**src/rtl/fmw_pkg.sv**
```systemverilog
package fmw_pkg;
  localparam int unsigned NUM_THR   = 3;
  localparam int unsigned IDX_INT   = 0;
  localparam int unsigned IDX_PAUSE = 1;
  localparam int unsigned IDX_HEAD  = 2;

  typedef enum logic [1:0] {
    RXG_OPEN   = 2'd0,
    RXG_DRAIN  = 2'd1,
    RXG_HALTED = 2'd2
  } rxg_state_e;
endpackage

```
**src/rtl/fmw_thr_reg.sv**
```systemverilog
module fmw_thr_reg #(
  parameter int unsigned CNT_W = 12,
  parameter int unsigned NUM   = 3
) (
  input  logic                       clk,
  input  logic                       rst_n,
  input  logic                       wr_en,
  input  logic [NUM*CNT_W-1:0]       wdata,
  output logic [NUM-1:0][CNT_W-1:0]  thr
);
  logic [NUM-1:0][CNT_W-1:0] thr_q, thr_d;

  always_comb begin
    thr_d = thr_q;
    if (wr_en) begin
      for (int i = 0; i < int'(NUM); i++) begin
        thr_d[i] = wdata[i*CNT_W +: CNT_W];
      end
    end
  end

  always_ff @(posedge clk or negedge rst_n) begin
    if (!rst_n) thr_q <= '0;
    else        thr_q <= thr_d;
  end

  assign thr = thr_q;

  AST_WRITE_LOADS: assert property (@(posedge clk) disable iff (!rst_n)
    wr_en |=> (thr_q == $past(wdata)));
endmodule

```
**src/rtl/fmw_level_cmp.sv**
```systemverilog
module fmw_level_cmp #(
  parameter int unsigned CNT_W = 12,
  parameter bit          HYST  = 1'b0
) (
  input  logic             clk,
  input  logic             rst_n,
  input  logic [CNT_W-1:0] level,
  input  logic [CNT_W-1:0] thr,
  output logic             hit_d,
  output logic             hit_q
);
  logic thr_on;
  assign thr_on = (thr != '0);

  always_comb begin
    if (!thr_on)           hit_d = 1'b0;
    else if (level < thr)  hit_d = 1'b1;
    else if (HYST)         hit_d = (level > thr) ? 1'b0 : hit_q;
    else                   hit_d = 1'b0;
  end

  always_ff @(posedge clk or negedge rst_n) begin
    if (!rst_n) hit_q <= 1'b0;
    else        hit_q <= hit_d;
  end

  AST_BELOW_SETS: assert property (@(posedge clk) disable iff (!rst_n)
    (thr_on && (level < thr)) |=> hit_q);
  AST_ZERO_CLEARS: assert property (@(posedge clk) disable iff (!rst_n)
    (!thr_on) |=> !hit_q);

  generate
    if (HYST) begin : g_hyst_chk
      AST_EQUAL_KEEPS: assert property (@(posedge clk) disable iff (!rst_n)
        (hit_q && thr_on && (level == thr)) |=> hit_q);
    end
  endgenerate
endmodule

```
**src/rtl/fmw_rx_gate.sv**
```systemverilog
module fmw_rx_gate
  import fmw_pkg::*;
(
  input  logic clk,
  input  logic rst_n,
  input  logic halt_d,
  input  logic frame_active,
  input  logic frame_end,
  output logic rx_en
);
  rxg_state_e st_q, st_d;

  always_comb begin
    st_d = st_q;
    unique case (st_q)
      RXG_OPEN: begin
        if (halt_d) st_d = (frame_active && !frame_end) ? RXG_DRAIN : RXG_HALTED;
      end
      RXG_DRAIN: begin
        if (!halt_d)                         st_d = RXG_OPEN;
        else if (frame_end || !frame_active) st_d = RXG_HALTED;
      end
      RXG_HALTED: begin
        if (!halt_d) st_d = RXG_OPEN;
      end
      default: st_d = RXG_OPEN;
    endcase
  end

  always_ff @(posedge clk or negedge rst_n) begin
    if (!rst_n) st_q <= RXG_OPEN;
    else        st_q <= st_d;
  end

  assign rx_en = (st_q != RXG_HALTED);

  AST_IDLE_HALT: assert property (@(posedge clk) disable iff (!rst_n)
    (halt_d && !frame_active) |=> !rx_en);
  AST_FRAME_FINISHES: assert property (@(posedge clk) disable iff (!rst_n)
    (rx_en && frame_active && !frame_end) |=> rx_en);
  AST_NO_REOPEN: assert property (@(posedge clk) disable iff (!rst_n)
    (!rx_en && halt_d) |=> !rx_en);
endmodule

```
**src/rtl/fmw_monitor.sv**
```systemverilog
module fmw_monitor
  import fmw_pkg::*;
#(
  parameter int unsigned CNT_W = 12
) (
  input  logic                     clk,
  input  logic                     rst_n,
  input  logic [CNT_W-1:0]         free_blocks,
  input  logic                     thr_wr,
  input  logic [NUM_THR*CNT_W-1:0] thr_wdata,
  input  logic                     rx_frame_active,
  input  logic                     rx_frame_end,
  output logic                     wm_irq,
  output logic                     pause_req,
  output logic                     rx_enable
);
  logic [NUM_THR-1:0][CNT_W-1:0] thr;
  logic [NUM_THR-1:0]            hit_d, hit_q;
  logic                          irq_d, irq_q;

  fmw_thr_reg #(.CNT_W(CNT_W), .NUM(NUM_THR)) u_thr (
    .clk   (clk),
    .rst_n (rst_n),
    .wr_en (thr_wr),
    .wdata (thr_wdata),
    .thr   (thr)
  );

  generate
    for (genvar i = 0; i < int'(NUM_THR); i++) begin : g_cmp
      localparam bit USE_HYST = (i == int'(IDX_HEAD));
      fmw_level_cmp #(.CNT_W(CNT_W), .HYST(USE_HYST)) u_cmp (
        .clk   (clk),
        .rst_n (rst_n),
        .level (free_blocks),
        .thr   (thr[i]),
        .hit_d (hit_d[i]),
        .hit_q (hit_q[i])
      );
    end
  endgenerate

  assign irq_d = hit_d[IDX_INT] & ~hit_q[IDX_INT];

  always_ff @(posedge clk or negedge rst_n) begin
    if (!rst_n) irq_q <= 1'b0;
    else        irq_q <= irq_d;
  end

  fmw_rx_gate u_gate (
    .clk          (clk),
    .rst_n        (rst_n),
    .halt_d       (hit_d[IDX_HEAD]),
    .frame_active (rx_frame_active),
    .frame_end    (rx_frame_end),
    .rx_en        (rx_enable)
  );

  assign wm_irq    = irq_q;
  assign pause_req = hit_q[IDX_PAUSE];

  AST_IRQ_SINGLE: assert property (@(posedge clk) disable iff (!rst_n)
    wm_irq |=> !wm_irq);
  AST_IRQ_NEEDS_LEVEL: assert property (@(posedge clk) disable iff (!rst_n)
    (thr[IDX_INT] == '0) |=> !wm_irq);
endmodule

```
**config.mk**
```make
export PLATFORM = sky130hd
export DESIGN_NAME = fmw_monitor
export DESIGN_NICKNAME = d
export VERILOG_FILES = /design/src/rtl/fmw_pkg.sv /design/src/rtl/fmw_thr_reg.sv /design/src/rtl/fmw_level_cmp.sv /design/src/rtl/fmw_rx_gate.sv /design/src/rtl/fmw_monitor.sv
export SDC_FILE = /design/constraint.sdc
export NUM_CORES = 1
export LEC_CHECK = 0
export BUFFER_PORTS_ARGS = -buffer_cell sky130_fd_sc_hd__clkbuf_2
export CAP_MARGIN = 20
export CORE_MARGIN = 5
export CORE_UTILIZATION = 50
export CTS_BUF_LIST = sky130_fd_sc_hd__clkbuf_8
export DETAILED_ROUTE_END_ITERATION = 16
export PLACE_DENSITY = 0.74
export SYNTH_ARGS = -nofsm -noshare
export SYNTH_HDL_FRONTEND = slang
export SYNTH_HIERARCHICAL = 1
export SYNTH_SLANG_ARGS = --single-unit
```
**constraint.sdc**
```tcl
create_clock -name clk -period 3.1 [get_ports clk]
set_input_delay 0.62 -clock clk [delete_from_list [all_inputs] [get_ports clk]]
set_output_delay 0.62 -clock clk [all_outputs]
set_load 0.005 [all_outputs]
```
After elaboration in Yosys (flattened, before gate mapping)
Cells that the tools add are included.
{"block": "totals", "reg_bits": 42, "output_inout_bits": 3, "wordCells": 42, "input_bits": 53}
{"block": "op_classes", "n_reduce_logical": 9, "magnitude_cmp": 4, "bitwise_logic": 2, "muxes": 13, "n_eq_ne": 6}
{"operator": "less-than comparator 12 bit", "n": 3}
{"operator": "nonzero test 12 bit", "n": 3}
{"operator": "greater-than comparator 12 bit", "n": 1}
{"operator": "two-way mux 2 bit", "n": 5}
{"operator": "two-way mux 1 bit", "n": 7}
{"operator": "inequality test 2 bit, second input constant", "n": 3}
{"operator": "one-hot mux 2 bit (3 select lines)", "n": 1}
{"operator": "inequality test 3 x 2 -> 1 bit, second input constant", "n": 1}
{"operator": "AND reduction 3 bit", "n": 1}
{"operator": "equality test 2 x 1 -> 1 bit, second input constant", "n": 1}
{"operator": "equality test 2 bit, second input constant", "n": 1}
{"operator": "zero test 1 bit", "n": 2}
{"operator": "zero test 2 bit", "n": 1}
{"operator": "AND 1 bit", "n": 1}
{"operator": "logical AND 1 bit", "n": 1}
{"operator": "logical OR 1 bit", "n": 1}
{"operator": "NOT 1 bit", "n": 1}

Longest topological paths before layout
Gate-level depths: netlist (run 1).
{"block": "logic_depth", "word_depth": 6, "mapped_depth": 8, "mapped_depth_nobuf": 8}

Hierarchy
The synthesis (run 1) kept the hierarchy.
{"module": "fmw_thr_reg", "seq_area_each_um2": 900.9, "instances": 1, "cells_each": 76, "area_per_inst_um2": 1490.2}
{"module": "fmw_level_cmp at g_cmp[0].u_cmp ...", "seq_area_each_um2": 25.0, "instances": 2, "cells_each": 44, "area_per_inst_um2": 334.1}
{"module": "fmw_level_cmp at g_cmp[2].u_cmp", "seq_area_each_um2": 25.0, "instances": 1, "cells_each": 47, "area_per_inst_um2": 362.8}
{"module": "fmw_rx_gate", "seq_area_each_um2": 50.0, "instances": 1, "cells_each": 7, "area_per_inst_um2": 83.8}
{"module": "fmw_monitor", "seq_area_each_um2": 25.0, "instances": 1, "cells_each": 2, "area_per_inst_um2": 38.8}

Least setup slack after synthesis (run 1)
Ideal clock, no wire load.
{"block": "synth_timing", "kind": "input to register", "start": "input free_blocks[1]", "end": "register u_gate.st_q[0]", "required_time_ps": 2995, "arrival_ps": 1887, "cell_stages": 7, "setup_ps": 105, "setup_slack_ps": 1107, "n_path_buf": 0, "path_cell_list": "ha_1 > nor2b_4 > o21bai_2 > a211oi_1 > a2111oi_1 > o21a_1 > nor4b_1"}
{"block": "synth_between", "elab_chain_len": 6, "word_cells_on_any_way": 11, "cone_classes": "2 x order compare; 3 x eq/ne; 5 x mux; 1 x reduce/logical"}
{"element": "from (decl)", "line_no": "fmw_monitor.sv:8", "text": "input logic [CNT_W-1:0] free_blocks,"}
{"element": "greater-than comparator 12 bit", "line_no": "fmw_level_cmp.sv:18", "text": "else if (HYST) hit_d = (level > thr) ? 1'b0 : hit_q;"}
{"element": "two-way mux 1 bit", "line_no": "fmw_level_cmp.sv:18"}
{"element": "two-way mux 1 bit *", "line_no": "fmw_level_cmp.sv:17", "text": "else if (level < thr) hit_d = 1'b1;"}
{"element": "two-way mux 1 bit *", "line_no": "fmw_level_cmp.sv:16", "text": "if (!thr_on) hit_d = 1'b0;"}
{"element": "net hit_d[2]", "line_no": "fmw_monitor.sv:18", "text": "logic [NUM_THR-1:0] hit_d, hit_q;"}
{"element": "inequality test 3 x 2 -> 1 bit (no source line), or another cell as far along"}
{"element": "AND reduction 3 bit (no source line) / one-hot mux 2 bit (3 select lines) (equally long branches)"}
{"element": "to (signal assigned)", "line_no": "fmw_rx_gate.sv:32", "text": "else st_q <= st_d;"}
{"element": "to (decl)", "line_no": "fmw_rx_gate.sv:11", "text": "rxg_state_e st_q, st_d;"}
Mark *: on every way through the listed nets, which the timed path passes. The rest lies on a longest branch.
A chain may end at the register's enable or synchronous reset.

Worst setup path after layout (run 1)
{"block": "layout_timing", "start": "register u_thr.thr_q, in the netlist u_thr/thr[25]", "end": "register u_gate.st_q[0]"}
{"block": "layout_between", "elab_chain_len": 6, "word_cells_on_any_way": 12, "cone_classes": "2 x order compare; 3 x eq/ne; 5 x mux; 2 x reduce/logical"}
{"element": "from (decl)", "line_no": "fmw_thr_reg.sv:11", "text": "logic [NUM-1:0][CNT_W-1:0] thr_q, thr_d;"}
{"element": "from (signal assigned)", "line_no": "fmw_thr_reg.sv:24", "text": "else thr_q <= thr_d;"}
{"element": "greater-than comparator 12 bit", "line_no": "fmw_level_cmp.sv:18"}
{"element": "two-way mux 1 bit", "line_no": "fmw_level_cmp.sv:18"}
{"element": "two-way mux 1 bit", "line_no": "fmw_level_cmp.sv:17"}
{"element": "two-way mux 1 bit *", "line_no": "fmw_level_cmp.sv:16"}
{"element": "net hit_d[2]", "line_no": "fmw_monitor.sv:18"}
{"element": "inequality test 3 x 2 -> 1 bit (no source line), or another cell as far along"}
{"element": "AND reduction 3 bit (no source line) / one-hot mux 2 bit (3 select lines) (equally long branches)"}
Marks and branches as above.

==> summary.txt, run 1 <==
Placer congestion estimate: 0.828
Critical path data required time: 3.29 ns
Post-synthesis cell count: 220
Drt pass-1 iters: 4
Switching power: 0.375 mW
Maximum fanout along the worst path: 3
Final Instance Area: 3060 um2
PwrDens: 438 nW/um2
Vias per cell: 5.16
Tmin final: 1.98 ns
Max-cap violations: 0
Die ar.: 6840 um2
Seq/Total Area, Yosys: 0.398
FF-to-FF setup slack: 1.12 ns
Synth Cell Area: 2640 um2
Sw Ratio: 0.279
Total negative setup slack: 0 ns
ANT cells: 0
I/O pins: 56
Internal power: 0.967 mW
Final Hold Viols: 0
Chip width: 82.7 um
Synthesized area per cell: 12.0 um2
Total grt overflow: 0
First-pass GRT wire length: 8720 um
Drt drc: 0
Setup crit end: u_gate/st_q[0]
# clock sinks: 42
Critical Path Sink Type: flip-flop
Setup slack after layout: 1.12 ns
Routed Antenna Nets: 0
Leak: 1.66 nW
Vias: 1818
Resized cells post-CTS: 0
Final Power: 1.34 mW
Area of the multi-input gates: 1380 um2
Maximum clock rate: 505 MHz
Nets: 368
Core area: 5110 um2
Setup Fix Bufs, Post-CTS: 0
Relative slew slack: 0.772
Drt wl/cell: 15.3 um
RSZ-0062 raised after global routing: false
Clock power share: 0.266
CP Launch Type: flip-flop
Flop pwr share: 0.492
Die H: 82.7 um
CP Data Arrival Time: 2.17 ns
Most frequent cells in the layout: clkbuf_2, dfrtp_1, inv_1
Post-synth top area share: 0.398
Dpl ws: 0.829 ns
Dpl cell area: 2950 um2
Worst Tran Pin Value: 0.338 ns
#FFs+latches synth: 42
Fillers: 425
Layout cells sized above 1: 0.376
Vias in the first global route: 1851
Synth Area in XOR/XNOR: 0
Worst min path class: input pin to async pin
Fin Hold WS: 0.202 ns
Ys Warns: 6
Post-DP HPWL: 4420 um
Initial core utilization: 0.518
Most common cell after layout, fill and taps aside: clkbuf_2
Largest family of logic cells by synthesized area: multiplexers
Finished Layout Cells: 352
GRT Overall Usage: 0.172
Syn nets: 307
Post-synthesis mux area share: 0.196
Yosys top cell by area: dfrtp_1
Final setup vio count: 0
Area Overhead vs Synth: 15.8%
Post-Synth Adder-Cell Area: 0.161
Tcrit/Tclk final: 0.638
Outcome: completed
Utilization of the core after routing: 0.599
Logic gate share of total power: 0.243
CTS Buf Count: 5
Skew-Pair Late Insertion Delay: 0.29 ns
Count of pins over their slew limit: 0
Clock Tree Buf Depth: 2
Placed cells: 343
Peak supply drop: 0.197 mV
Register area: 1050 um2
Synth area leaders: dfrtp_1, mux2_4, ha_1
Reg2reg start: u_thr/thr[25]
Final Routed Wirelength: 5400 um
Synth unique cells: 27
Port Buffer Count: 55
Max H-tree Level: 2
Kind of critical path: flip-flop to flip-flop
Final Skew: 0.00605 ns
Largest net degree at the start of global routing: 43
Clock Tree Root: clkbuf_8
DR iter-0 viols: 49
Clk pin slew, worst setup/hold paths: 0.07 ns
Initial antenna violation count: 0
Rows: 26
Area fraction in compound gates after synthesis: 0.0800
Simple-gate share of the synthesized area: 0.0861
Worst setup startpoint: u_thr/thr[25]
Capture point of the worst reg-to-reg path: u_gate/st_q[0]
CTS tree: yes
Worst reg-to-reg path cell count: 8
Hold buffers post-CTS: 0
-- routing by layer --
layer / track usage / vias up / share of wire
met5: 0 / - / 0
met4: 0.0588 / 0 / 0.015
met3: 0.0401 / 6 / 0.042
met2: 0.281 / 34 / 0.49
met1: 0.225 / 874 / 0.46
li1: - / 904 / -
-- critical path, cell delays in order (launching register included) --
cell	delay [ns]
dfrtp_1	0.39
inv_1	0.06
ha_1	0.30
nor2b_4	0.13
o21bai_2	0.10
a211oi_1	0.08
a2111oi_1	0.37
o21a_1	0.20
nor4b_1	0.24
-- worst min-delay path by stage --
stage                     cells after the start  slack, ns            startpoint              endpoint
final                                         1       0.20                 rst_n         u_thr/thr[34]
after global routing                          1       0.21                 rst_n         u_thr/thr[34]
after CTS                                     1       0.45  g_cmp[0].u_cmp/hit_q                wm_irq
after detailed placement                      1       0.44  g_cmp[0].u_cmp/hit_q                wm_irq
after global placement                        1       0.43  g_cmp[0].u_cmp/hit_q                wm_irq
after floorplan                               0       0.32                 rst_n  g_cmp[0].u_cmp/hit_q
-- flip-flops by register name, summed over array words and instances (netlist names) --
register           cells
u_thr/thr             36
g_cmp.u_cmp/hit_q      3
wm_irq                 1
u_gate/st_q            2
-- power groups by stage --
stage	Clock [mW]	Sequential (mW)	Combinational, mW
6_report	0.356	0.659	0.326
5_1_grt	0.392	0.668	0.367
4_1_cts	0.367	0.659	0.326
3_5_place_dp	0	0.669	0.324
3_3_place_gp	0	0.667	0.310
2_1_floorplan	0	0.653	0.231
-- Yosys cell counts (all sizes together) --
master and count:
nor4 10, and4 2, nand4 4, nor3 4, nand2 7, a2111oi 3, or2b 1, dfrtp 42
mux2 36, nand2b 2, nor2b 2, o21ai 6, a21oi 8, a211oi 1, a21o 5, o311a 1
a31oi 2, nor4b 1, buf 4, o21bai 1, inv 37, o21a 3, ha 34, nand3 4
-- final cells by class --
type | count | area share
Tap cell | 70 | 0.0286
Timing Repair Buffer | 58 | 0.101
Clock buffer | 6 | 0.0270
Multi-Input combinational cell | 137 | 0.452
Clock inverter | 2 | 0.00286
Sequential cell | 42 | 0.343
Inverter | 37 | 0.0454
-- logic make-up after synthesis --
family / Yosys count
compound gates: 30
fa+ha+maj: 34
buf+inv: 41
flops: 42
mux: 36
simple gates: 37
(Power assumes the default switching activity.)
==> run 2, diff against run 1 <==
--- a/config.mk
+++ b/config.mk
@@ -5,13 +5,14 @@
 export SDC_FILE = /design/constraint.sdc
 export NUM_CORES = 1
 export LEC_CHECK = 0
+export ABC_AREA = 1
 export BUFFER_PORTS_ARGS = -buffer_cell sky130_fd_sc_hd__clkbuf_2
 export CAP_MARGIN = 20
 export CORE_MARGIN = 5
 export CORE_UTILIZATION = 50
 export CTS_BUF_LIST = sky130_fd_sc_hd__clkbuf_8
 export DETAILED_ROUTE_END_ITERATION = 16
-export PLACE_DENSITY = 0.74
+export PLACE_DENSITY = 0.77
 export SYNTH_ARGS = -nofsm -noshare
 export SYNTH_HDL_FRONTEND = slang
 export SYNTH_HIERARCHICAL = 1
==> constraint.sdc (replaced) <==
create_clock -name clk -period 1.8 [get_ports clk]
set_input_delay 0.36 -clock clk [delete_from_list [all_inputs] [get_ports clk]]
set_output_delay 0.36 -clock clk [all_outputs]
set_load 0.005 [all_outputs]
==> run 2 against run 1 <==
  * Count of clock-buffer cells in the layout is the same
  * Utilization shrank 0.85 points
  * Largest power group unchanged
  * Synthesized cell count grew 64%
  * Sequential power grew 68%
  * Non-clock buffer count grew 2
==> summary.txt, run 2 <==
Most common cell after layout, fill and taps aside: nand2_1
Tcrit/Tclk final: 0.932 (+0.294)
Ys Warns: 6 (unchanged)
Vias: 2322 (+28%)
CP Data Arrival Time: 1.92 ns (-0.25 ns)
Post-synth top area share: 0.385 (-0.0126)
Vias per cell: 4.71 (-8.8%)
ANT cells: 0 (unchanged)
Total grt overflow: 0 (unchanged)
Max H-tree Level: 2 (unchanged)
Ys flop type: dfrtp_1
#FFs+latches synth: 42 (unchanged)
Die ar.: 7040 um2 (+2.9%)
Maximum clock rate: 596 MHz (+18%)
Critical path's slowest cell: dfrtp_1
Drt drc: 0 (unchanged)
Synthesized area per cell: 7.56 um2 (-37%)
Hold buffers post-CTS: 0 (unchanged)
Peak supply drop: 0.542 mV (+180%)
Post-synthesis cell count: 361 (+64%)
Chip width: 83.9 um (+1.4%)
Area Overhead vs Synth: 17.0%
Final Hold Viols: 0 (unchanged)
Critical Path Sink Type: flip-flop
Port Buffer Count: 55 (unchanged)
CTS tree: yes
Largest net degree at the start of global routing: 37 (-14%)
Buffers plus inverters on the worst setup path: 3 (+2)
Most used cell, CP: nand2_1
Final Skew: 0.00380 ns (-0.00226 ns)
Initial antenna violation count: 0 (unchanged)
Delay-heaviest family, CP: simple AND/OR/NAND/NOR gates
Vias in the first global route: 2276 (+23%)
Worst Tran Pin Value: 0.543 ns (+0.204 ns)
Finished Layout Cells: 493 (+40%)
Worst min path class: input pin to async pin
Maximum fanout along the worst path: 3 (unchanged)
Tmin final: 1.68 ns (-0.301 ns)
Routed Antenna Nets: 0 (unchanged)
Syn nets: 448 (+46%)
I/O pins: 56 (unchanged)
Synth Cell Area: 2730 um2 (+3.3%)
Outcome: completed
Max-cap violations: 0 (unchanged)
Final Power: 2.46 mW (+83%)
Clock Tree Root: clkbuf_8
GRT Overall Usage: 0.173 (+0.000249)
Core area: 5410 um2 (+5.8%)
PwrDens: 770 nW/um2 (+76%)
Most frequent cells in the layout: nand2_1, inv_1, clkbuf_2
Fin Hold WS: 0.0195 ns (-0.183 ns)
Async set-reset flop share out of synthesis: 1.00 (unchanged)
Critical path data required time: 2.04 ns (-1.25 ns)
Relative slew slack: 0.638 (-0.134)
# clock sinks: 42 (unchanged)
Crit path cell chain: inv_1 -> ha_1 -> nand2_1 -> inv_1 -> nand2_1 -> nand2_1 -> nand2_1 -> nand3_1 -> a21oi_2 -> inv_1 -> nor2_2 -> nor2b_2
Post-DP HPWL: 4630 um (+4.7%)
DR iter-0 viols: 70 (+43%)
Drt pass-1 iters: 4 (unchanged)
Post-synth EDFFs: 0 (unchanged)
Final Routed Wirelength: 5790 um (+7.2%)
Placed cells: 483 (+41%)
Rows: 27 (+3.8%)
CTS Buf Count: 5 (unchanged)
Drt wl/cell: 11.7 um (-23%)
Synth area leaders: dfrtp_1, nand2_1, ha_1
Final setup vio count: 0 (unchanged)
Dpl cell area: 3050 um2 (+3.3%)
Leak: 1.92 nW (+16%)
Delay of the slowest critical-path stage: 0.35 ns (-0.04 ns)
Die H: 83.9 um (+1.4%)
Number of flip-flops in the largest register: 36 (unchanged)
Layout cells sized above 1: 0.216 (-0.160)
Final Instance Area: 3190 um2 (+4.3%)
Initial core utilization: 0.505 (-0.0125)
CP Launch Type: flip-flop
FF-to-FF setup slack: 0.12 ns (-1.00 ns)
Kind of critical path: flip-flop to flip-flop
Count of pins over their slew limit: 0 (unchanged)
Fillers: 513 (+21%)
Clk pin slew, worst setup/hold paths: 0.08 ns (about the same)
Most frequent cell after synthesis: nand2_1
Nets: 508 (+38%)
Synth unique cells: 23 (-15%)
Skew-Pair Late Insertion Delay: 0.30 ns (about the same)
First-pass GRT wire length: 9850 um (+13%)
Clock Tree Buf Depth: 2 (unchanged)
Synth top cells by count: nand2_1, inv_1, dfrtp_1
Placer congestion estimate: 0.854 (+3.1%)
Yosys top cell by area: dfrtp_1
Seq/Total Area, Yosys: 0.385 (-0.0126)
run 2: power by group:
group | internal [mW] | switching [mW]
logic | 0.257 | 0.338
registers | 1.04 | 0.0655
clock network | 0.444 | 0.313
total | 1.74 | 0.717
run 2: stage by stage:
| stage | util | setup TNS (ns) | setup WS (ns) |
|---|---|---|---|
| after global routing | 0.591 | -0.00206 | -0.00206 |
| after global placement | 0.564 | 0 | 0.128 |
| final | 0.591 | 0 | 0.122 |
| after floorplan | - | 0 | 0.302 |
| after CTS | 0.584 | 0 | 0.121 |
| after detailed placement | 0.564 | 0 | 0.0801 |
run 2: final timing paths:
path,startpoint,endpoint,cells after the start
max in group asynchronous,rst_n,u_thr/thr[6],2
max reg2reg,u_thr/thr[30],u_gate/st_q[0],12
min in group clk,thr_wdata[21],u_thr/thr[21],3
min reg2reg,g_cmp[0].u_cmp/hit_q,wm_irq,1
max,u_thr/thr[30],u_gate/st_q[0],12
min,rst_n,g_cmp[1].u_cmp/hit_q,1
run 2: cells by family (layout without fill, tap and decap cells):
logic type	Yosys count	count (layout)	synth area share
simple gates	204	204	0.316
buf+inv	66	126	0.112
flops	42	42	0.385
fa+ha+maj	34	34	0.156
compound gates	15	15	0.0316
run 2: layout make-up:
class	count	area, um2	area share
multi-input combinational	253	1390	0.434
sequential	42	1050	0.329
clock buffer	6	82.6	0.0259
inverter	59	229	0.0717
tap	72	90.1	0.0282
timing repair buffer	60	325	0.102
clock inverter	1	30.0	0.00940
run 2: repair_timing:
action,4_1_cts,5_1_grt
gates resized for setup,0,1
setup buffers,0,3
setup endpoints to repair,0,2
endpoints found under the hold margin,0,0
run 2: metal layers:
| metal | vias up | global-route usage | wire (um) |
|---|---|---|---|
| li1 | 1215 | - | - |
| met2 | 48 | 0.294 | 2730 |
| met5 | - | 0 | 0 |
| met3 | 11 | 0.0415 | 293 |
| met1 | 1048 | 0.212 | 2650 |
| met4 | 0 | 0.0614 | 110 |
==> run 3, diff against run 2 <==
--- a/config.mk
+++ b/config.mk
@@ -7,8 +7,7 @@
 export LEC_CHECK = 0
 export ABC_AREA = 1
 export BUFFER_PORTS_ARGS = -buffer_cell sky130_fd_sc_hd__clkbuf_2
-export CAP_MARGIN = 20
-export CORE_MARGIN = 5
+export CORE_MARGIN = 2
 export CORE_UTILIZATION = 50
 export CTS_BUF_LIST = sky130_fd_sc_hd__clkbuf_8
 export DETAILED_ROUTE_END_ITERATION = 16
==> run 3 against run 2 <==
  * Sequential cell count did not move
  * Worst setup slack worse by 0.062 ns
  * Non-clock buffer count rose by 2
  * Count of clock-buffer cells in the layout is the same
  * Final cell count increased by 0.20%
  * Wire length grew 5.9%
  * Combinational power increased by 11%
  * Utilization rose by 4.5 points
  * Die area down 14%
  * Sequential share of layout area decreased by 0.94 points
  * Via count is 1.1% higher
  * Register-to-register slack worse by 0.06 ns
  * Critical endpoint unchanged
  * Largest power group unchanged
  * Highest routed layer unchanged
==> summary.txt, run 3 (same netlist as run 2, synthesis figures left out) <==
Die ar.: 6070 um2 (-14%)
Clock power share: 0.257 (-0.051)
ANT cells: 0 (unchanged)
Internal power: 1.64 mW (-6.2%)
Clk pin slew, worst setup/hold paths: 0.07 ns (about the same)
CTS Buf Count: 5 (unchanged)
Final Skew: 0.00203 ns (-0.00177 ns)
Fillers: 486 (-5.3%)
Maximum fanout along the worst path: 3 (unchanged)
Critical path data required time: 2.04 ns (about the same)
Final Routed Wirelength: 6130 um (+5.9%)
Tmin final: 1.74 ns (+0.0621 ns)
Max H-tree Level: 2 (unchanged)
Most frequent cells in the layout: nand2_1, clkbuf_2, inv_1
Final Hold Viols: 0 (unchanged)
CP Launch Type: flip-flop
Clock Tree Root: clkbuf_8
Setup slack after layout: 0.0597 ns (-0.0621 ns)
I/O pins: 56 (unchanged)
Nets: 510 (+0.39%)
Maximum clock rate: 575 MHz (-3.6%)
CP Data Arrival Time: 1.98 ns (+0.06 ns)
Worst Tran Pin Value: 0.548 ns (+0.00511 ns)
Peak supply drop: 0.487 mV (-10%)
Area of the multi-input gates: 1490 um2 (+7.4%)
DR iter-0 viols: 121 (+73%)
Vias per cell: 4.75 (+0.92%)
Total grt overflow: 0 (unchanged)
Critical Path Sink Type: flip-flop
Most common cell after layout, fill and taps aside: nand2_1
Drt wl/cell: 12.4 um (+5.7%)
Count of pins over their slew limit: 0 (unchanged)
Register area: 1050 um2 (unchanged)
Die H: 77.9 um (-7.2%)
Total negative setup slack: 0 ns (unchanged)
Outcome: completed
Post-DP HPWL: 4700 um (+1.5%)
CTS tree: yes
Relative slew slack: 0.635 (-0.00341)
Drt pass-1 iters: 4 (unchanged)
Max-cap violations: 0 (unchanged)
Largest net degree at the start of global routing: 37 (unchanged)
Kind of critical path: flip-flop to flip-flop
GRT Overall Usage: 0.204 (+0.0316)
Chip width: 77.9 um (-7.2%)
Tcrit/Tclk final: 0.967 (+0.0345)
Vias in the first global route: 2250 (-1.1%)
Layout cells sized above 1: 0.267 (+0.0504)
First-pass GRT wire length: 9780 um (-0.63%)
Area Overhead vs Synth: 20.4%
Leak: 1.93 nW (+0.49%)
Routed Antenna Nets: 0 (unchanged)
FF-to-FF setup slack: 0.06 ns (-0.06 ns)
# clock sinks: 42 (unchanged)
Number of flip-flops in the largest register: 36 (unchanged)
Initial core utilization: 0.528 (+0.0227)
Placed cells: 481 (-0.41%)
Placer congestion estimate: 0.869 (+1.8%)
Final setup vio count: 0 (unchanged)
Utilization of the core after routing: 0.636 (+0.0447)
Initial antenna violation count: 0 (unchanged)
Flop pwr share: 0.467 (+0.017)
Port Buffer Count: 55 (unchanged)
Clock Tree Buf Depth: 2 (unchanged)
Drt drc: 0 (unchanged)
Dpl ws: 0.0343 ns (-0.0458 ns)
PwrDens: 726 nW/um2 (-5.7%)
Worst min path class: input pin to async pin
Core area: 5170 um2 (-4.3%)
Rows: 26 (-3.7%)
Skew-Pair Late Insertion Delay: 0.29 ns (about the same)
Switching power: 0.753 mW (+5.0%)
Sw Ratio: 0.315 (+0.0236)
Logic gate share of total power: 0.276 (+0.034)
Finished Layout Cells: 494 (+0.20%)
Vias: 2348 (+1.1%)
==> run 3: final cells by class <==
type | count | area share
clock buffer | 6 | 0.0251
clock inverter | 2 | 0.00266
timing repair buffer | 62 | 0.104
tap | 70 | 0.0266
inverter | 59 | 0.0696
multi-input combinational | 253 | 0.453
sequential | 42 | 0.320
==> run 3: critical path: stages (launching register included) <==
cell     delay [ns]
dfrtp_1        0.36
inv_1          0.05
ha_1           0.32
a21o_1         0.20
nor2_2         0.14
nand3_2        0.09
a21oi_2        0.18
inv_1          0.07
nor2_2         0.13
nor2b_4        0.14
==> run 3: final timing paths <==
| check | start | end | depth (start not counted) |
|---|---|---|---|
| max | u_thr/thr[35] | u_gate/st_q[0] | 9 |
| min | rst_n | u_thr/thr[15] | 1 |
| max reg2reg | u_thr/thr[35] | u_gate/st_q[0] | 9 |
| min reg2reg | g_cmp[0].u_cmp/hit_q | wm_irq | 1 |
| max in group asynchronous | rst_n | u_thr/thr[22] | 2 |
| min in group clk | thr_wdata[1] | u_thr/thr[1] | 3 |
==> run 3: stage by stage <==
stage	hold slack (ns)	cell area [um2]	power [mW]
6_report	0.0321	3290	2.39
5_1_grt	0.0777	3290	2.55
4_1_cts	0.0476	3140	2.33
3_5_place_dp	0.368	3040	1.71
3_3_place_gp	0.368	3040	1.68
2_1_floorplan	0.0644	2730	1.51
==> run 3: routing by layer <==
layer,part of all wire,GRT usage
met5,0,0
met4,0.016,0.0754
met3,0.044,0.0419
met1,0.44,0.256
met2,0.50,0.347
==> run 3: power groups by stage <==
stage | clock network (mW) | registers (mW) | logic [mW]
after CTS | 0.634 | 1.11 | 0.585
final | 0.615 | 1.11 | 0.659
after global placement | 0 | 1.12 | 0.555
after floorplan | 0 | 1.11 | 0.398
after global routing | 0.671 | 1.13 | 0.753
after detailed placement | 0 | 1.13 | 0.581
==> run 3: what timing repair did <==
| item | CTS | global route |
|---|---|---|
| endpoints found under the setup margin | 0 | 2 |
| resized for setup | 0 | 22 |
| hold buffers | 0 | 0 |
| setup buffers | 0 | 5 |
